$ cat config.mk
export PLATFORM = sky130hd
export DESIGN_NAME = cal_trim_seq
export DESIGN_NICKNAME = d
export VERILOG_FILES = /design/src/rtl/cal_trim_seq.sv
export SDC_FILE = /design/constraint.sdc
export NUM_CORES = 1
export LEC_CHECK = 0
export BUFFER_PORTS_ARGS = -buffer_cell sky130_fd_sc_hd__buf_2
export CORE_MARGIN = 2
export CORE_UTILIZATION = 30
export CTS_CLUSTER_DIAMETER = 150
export CTS_CLUSTER_SIZE = 10
export DETAILED_ROUTE_END_ITERATION = 6
export PLACE_DENSITY = 0.66
export SLEW_MARGIN = 0
export SYNTH_ARGS = -nofsm -noshare
export SYNTH_HDL_FRONTEND = slang
export SYNTH_SLANG_ARGS = --single-unit
$ cat constraint.sdc
create_clock -name clk -period 1.37 [get_ports clk]
set_input_delay 0.0685 -clock clk [delete_from_list [all_inputs] [get_ports clk]]
set_output_delay 0.0685 -clock clk [all_outputs]
set_load 0.03 [all_outputs]
$ cat src/rtl/cal_trim_seq.sv
module cal_trim_seq #(
  parameter int ADDR_W     = 6,
  parameter int DATA_W     = 32,
  parameter int CODE_W     = 5,
  parameter int OFF_W      = 2,
  parameter int MANUAL_BIT = 7,
  parameter logic [31:0] UNLOCK_KEY = 32'hA500_0000,
  parameter logic [5:0]  A_UNLOCK   = 6'h00,
  parameter logic [5:0]  A_CODE     = 6'h26,
  parameter logic [5:0]  A_CAL      = 6'h22
) (
  input  logic              clk,
  input  logic              rst_n,
  input  logic              feat_en,
  input  logic              arm_set,
  input  logic              arm_clr,
  input  logic              en_req,
  input  logic              dis_req,
  input  logic [CODE_W-1:0] trim,
  input  logic [OFF_W-1:0]  off_val,
  output logic              pa_req,
  output logic              pa_wr,
  output logic [ADDR_W-1:0] pa_addr,
  output logic [DATA_W-1:0] pa_wdata,
  input  logic              pa_ack,
  input  logic [DATA_W-1:0] pa_rdata,
  output logic [OFF_W-1:0]  offset_q,
  output logic              done
);

  typedef enum logic [2:0] {
    S_IDLE, S_EN_KEY, S_EN_RD, S_EN_WR, S_DIS_KEY, S_DIS_WR
  } st_t;

  st_t               st;
  logic              armed;
  logic [CODE_W-1:0] adj_q;
  logic [CODE_W-1:0] code;
  logic              unused_rd;

  assign code      = pa_rdata[CODE_W-1:0];
  assign unused_rd = ^pa_rdata[DATA_W-1:CODE_W];

  assign pa_req = (st != S_IDLE);
  assign pa_wr  = (st != S_EN_RD);

  always_comb begin
    pa_addr  = ADDR_W'(A_UNLOCK);
    pa_wdata = '0;
    case (st)
      S_EN_KEY, S_DIS_KEY: pa_wdata = DATA_W'(UNLOCK_KEY);
      S_EN_RD:             pa_addr  = ADDR_W'(A_CODE);
      S_EN_WR: begin
        pa_addr  = ADDR_W'(A_CAL);
        pa_wdata = (DATA_W'(1) << MANUAL_BIT) | DATA_W'(adj_q);
      end
      S_DIS_WR:            pa_addr  = ADDR_W'(A_CAL);
      default: ;
    endcase
  end

  always_ff @(posedge clk or negedge rst_n) begin
    if (!rst_n) begin
      st       <= S_IDLE;
      armed    <= 1'b0;
      adj_q    <= '0;
      offset_q <= '0;
      done     <= 1'b0;
    end else begin
      done <= 1'b0;
      if (arm_clr)      armed <= 1'b0;
      else if (arm_set) armed <= 1'b1;
      case (st)
        S_IDLE:
          if (dis_req)                        st <= S_DIS_KEY;
          else if (en_req && feat_en && armed) st <= S_EN_KEY;
        S_EN_KEY:  if (pa_ack) st <= S_EN_RD;
        S_EN_RD:
          if (pa_ack) begin
            adj_q <= (code > trim) ? code - trim : '0;
            st    <= S_EN_WR;
          end
        S_EN_WR:
          if (pa_ack) begin
            offset_q <= off_val;
            done     <= 1'b1;
            armed    <= 1'b0;
            st       <= S_IDLE;
          end
        S_DIS_KEY: if (pa_ack) st <= S_DIS_WR;
        S_DIS_WR:
          if (pa_ack) begin
            offset_q <= '0;
            done     <= 1'b1;
            st       <= S_IDLE;
          end
        default: st <= S_IDLE;
      endcase
    end
  end

endmodule


* Word-level counts from Yosys, hierarchy flattened
Index checks and enable logic that the tools add are counted.
Word-level totals: input port bits 47, output and inout port bits 43, word-level logic and storage cells 49, flip-flop bits (word level) 12
Cells by class: magnitude comparators 1, equal/unequal tests 13, add/sub/neg operators 1, mux-type cells 19, reductions and logical operators 10
Operator list (count):
- $pmux W32 S2 | 1
- $mux W3 | 6
- $pmux W3 S5 | 1
- $pmux W6 S2 | 1
- $ne A2 B2 Y1 const B | 5
- $eq A3 B2 Y1 const B | 2
- $eq A3 B3 Y1 const B | 2
- $mux W1 | 6
- $gt A5 B5 Y1 | 1
- $mux W5 | 1
- $reduce_and A5 Y1 | 1
- $sub A5 B5 Y5 | 1
- $mux W2 | 2
- $pmux W2 S2 | 1
- $reduce_or A2 Y1 | 2
- $eq A3 B1 Y1 const B | 1
- $logic_not A3 Y1 | 1
- $ne A3 B2 Y1 const B | 1
- $ne A3 B3 Y1 const B | 1
- $reduce_and A3 Y1 | 1
- $reduce_bool A3 Y1 | 1
- $logic_and A1 B1 Y1 | 2
- $ne A2 B1 Y1 const B | 1
- $reduce_and A2 Y1 | 1
- $reduce_bool A2 Y1 | 1

* Depth between registers and ports, before layout
word-level depth 5, mapped depth 8, mapped depth without buffers 8

* Least setup slack after synthesis
OpenSTA, ideal clock, no wires.
path type register -> output, from reg st[0], to out pa_wdata[26], path buffers 2, required time 1302 ps, cell stages (with the launch flop) 5, path slack -240 ps, data arrival time 1542 ps, cells stage by stage dfrtp_1 > clkbuf_1 > xnor2_1 > nor2_1 > buf_4
On the way: longest elaborated chain between the ends 3, elaborated cells between the ends (all ways) 5, those cells by class 3 x eq/ne; 1 x mux; 1 x reduce/logical
RTL lines:
- start, declared | line 35 | st_t st;
- start signal, assigned | line 64 | st <= S_IDLE;
- start signal, assigned | line 75 | if (dis_req) st <= S_DIS_KEY;
- start signal, assigned | line 76 | else if (en_req && feat_en && armed) st <= S_EN_KEY;
- $eq A3 B3 Y1 / $eq A3 B1 Y1 (equally long branches) | line 50 | case (st)
- $reduce_or A2 Y1 | line 50
- $pmux W32 S2 * | line 50
- end, declared | line 24 | output logic [DATA_W-1:0] pa_wdata,
Every way passes the cells marked *; elsewhere a longest branch is shown, timed or not.

* Worst setup path after layout
from reg st[1], to out pa_addr[1]
On the way: longest elaborated chain between the ends 3, elaborated cells between the ends (all ways) 5, those cells by class 3 x eq/ne; 1 x mux; 1 x reduce/logical
RTL lines:
- $eq A3 B3 Y1 / $eq A3 B2 Y1 (equally long branches) | line 50
- $reduce_or A2 Y1 (no line)
- $pmux W6 S2 * | line 50
- end, declared | line 23 | output logic [ADDR_W-1:0] pa_addr,
Marks and branches as above.

==> run summary <==
Endpoints failing setup: 16
Ys Warns: 0
Most common cell after layout, fill and taps aside: conb_1
Critical-path maximum fanout: 4
Unrepaired setup endpoints after global routing: yes
Chip height: 63.26 µm
Mapped Avg Cell Area: 8.853 µm²
I/O Pins: 90
Vias in the first global route: 808
Ant diodes: 0
Worst Skew: 0.003121 ns
Tot GR Track Use: 10.55%
Post-DP HPWL: 1655 µm
Finished Cell Area: 1555 µm²
Worst Setup End Kind: primary output
Share of layout cells above drive strength 1: 48.50%
Cells after Synth: 119
Placement Cell Area: 1195 µm²
Nets: 221
Largest net degree at the start of global routing: 13
Most frequent cells in the layout: 25 x conb_1, 22 x buf_2, 18 x buf_6
Crit path DAT: 1.36 ns
Number of flops mapped to enable cells by yosys: 0
DR iter-0 viols: 16
Starting density of the core: 31.32%
First-pass GRT wire length: 3339 µm
Distinct cells, synth: 34
Vias/cell: 4.169
Core Rows: 21
Worst skew pair latency: 0.27 ns
Max_cap viols: 0
I/O Buffers: 37
Root cell of the clock tree: clkbuf_4
First-pass DRT Iterations: 4
Hold/Removal Path Class: input port to register
Reg2reg setup slack: -0.01 ns
Peak Freq: 0.6982 GHz
Die ar.: 4002 µm²
Routed Antenna Nets: 0
TNS Setup: -0.5722 ns
Worst setup margin: -0.06221 ns
Routed len/inst: 10.72 µm
Worst EP required: 1.30 ns
Area growth syn-to-layout: 47.62%
Minimum clock period after layout: 1.432 ns
CTS clock-pin slew for the worst setup and hold paths: 0.08 ns
Core Area: 3363 µm²
Critical path startpoint category: register
Pins Over Slew Limit: 0
Worst VDD drop: 0.5565 mV
CTS tree: yes
Leakage power: 0.7951 nW
Mapped cell area: 1054 µm²
Routed WL: 2283 µm
Initial antenna violation count: 0
Seq cells post-synth: 12
FFs w/ async S/R, synth: 100.0%
Failing checks: negative setup slack
Status: complete, but fails checks
Type of the worst setup path: register to primary output
CTS buffer count: 3
Final hold violation count: 0
H-tree levels: 1
Seq/Total Area, Yosys: 28.50%
Width of the die: 63.26 µm
Fin util: 46.24%
GRT Residual Overflow: 0
RePlAce Congestion: 0.7528
Vias: 888
Power Density: 2032 nW/µm²
CTS sink cnt: 12
Clock Tree Buf Depth: 2
Top FF cell, synth: dfrtp_1
Remaining DRCs: 0
Final period utilization: 104.5%
repair_timing:
action | CTS | global route
hold endpoints to repair | 13 | 0
resized for setup | 33 | 33
hold buffers | 2 | 0
gates cloned | 0 | 1
pin swaps | 3 | 6
endpoints found under the setup margin | 15 | 22
buffers inserted | 6 | 0
cell families after synthesis:
kind of cell	count (synthesis)	share of synthesized area [%]
buffers and inverters	41	26.72
other	1	0.3560
muxes	1	0.9502
and+or+nand+nor	34	18.41
xor gates and xnor gates	4	3.326
adders and majority gates	6	7.839
DFF	12	28.50
AOI/OAI and AO/OA	20	13.90
cell usage after synthesis, types with 2 or more instances:
| cell type | n | area [µm²] |
|---|---|---|
| o21ai_0 | 4 | 20.02 |
| and3_1 | 5 | 31.28 |
| dfrtp_1 | 12 | 300.3 |
| inv_1 | 8 | 30.03 |
| buf_4 | 30 | 225.2 |
| a21o_1 | 2 | 15.01 |
| nand2_1 | 6 | 22.52 |
| a21oi_1 | 4 | 20.02 |
| nor2_1 | 11 | 41.29 |
| xnor2_1 | 2 | 17.52 |
| o21bai_1 | 2 | 15.01 |
| buf_6 | 2 | 22.52 |
| a32o_1 | 2 | 20.02 |
| ha_1 | 5 | 62.56 |
| xor2_1 | 2 | 17.52 |
| nor2b_1 | 2 | 12.51 |
| o31ai_1 | 3 | 22.52 |
power by group:
group,internal (W),leakage (nW),total (W),switching [W]
logic,0.00102,0.619,0.00221,0.00118
clock network,0.000161,0.0210,0.000286,0.000124
registers,0.000502,0.155,0.000667,0.000165
total,0.00169,0.795,0.00316,0.00147
state kept, by name, summed over array words and instances (netlist names):
name and flops:
adj_q 5, armed 1, done 1, offset_q 2, st 3
final timing paths:
path | from | to | depth (start not counted)
max in group asynchronous | rst_n | st[0] | 2
worst min-delay path | off_val[0] | offset_q[0] | 2
min in group asynchronous | rst_n | st[1] | 2
worst max register to register | st[2] | adj_q[4] | 5
worst max-delay path | st[1] | pa_addr[1] | 4
worst min register to register | adj_q[1] | adj_q[1] | 2
area by class of cell:
type / count / area, µm²
repair buffers: 52 / 407.9
flip-flops and latches: 12 / 302.8
clock buffers: 4 / 36.28
well taps: 46 / 57.56
fillers: 347 / 1808
inverters: 8 / 30.03
multi-input cells: 91 / 720.7
routing by layer:
layer | global-route usage [%] | routed length [µm] | up-vias
met5 | 0 | 0 | -
met4 | 6.250 | 44 | 0
met1 | 12.21 | 900 | 412
li1 | - | - | 440
met3 | 1.429 | 108 | 4
met2 | 18.48 | 1229 | 32
worst max-delay path: stages, from the launching register on:
cell	delay, ns
dfrtp_1	0.43
buf_6	0.12
and2b_2	0.21
a21o_1	0.19
buf_6	0.15
metrics by stage:
| stage | power, W | setup WS [ns] | std cells | hold WS, ns |
|---|---|---|---|---|
| 6_report | 0.003160 | -0.06221 | 213 | 0.04055 |
| 5_1_grt | 0.003357 | -0.1310 | 213 | 0.04883 |
| 3_5_place_dp | 0.002180 | -0.1797 | 200 | -0.02737 |
| 2_1_floorplan | 0.001958 | -0.03772 | 143 | -0.2271 |
| 4_1_cts | 0.002787 | -0.06787 | 212 | 0.03543 |
| 3_3_place_gp | 0.002160 | -0.1043 | 200 | -0.03715 |
Power figures use the tool's default switching activity.
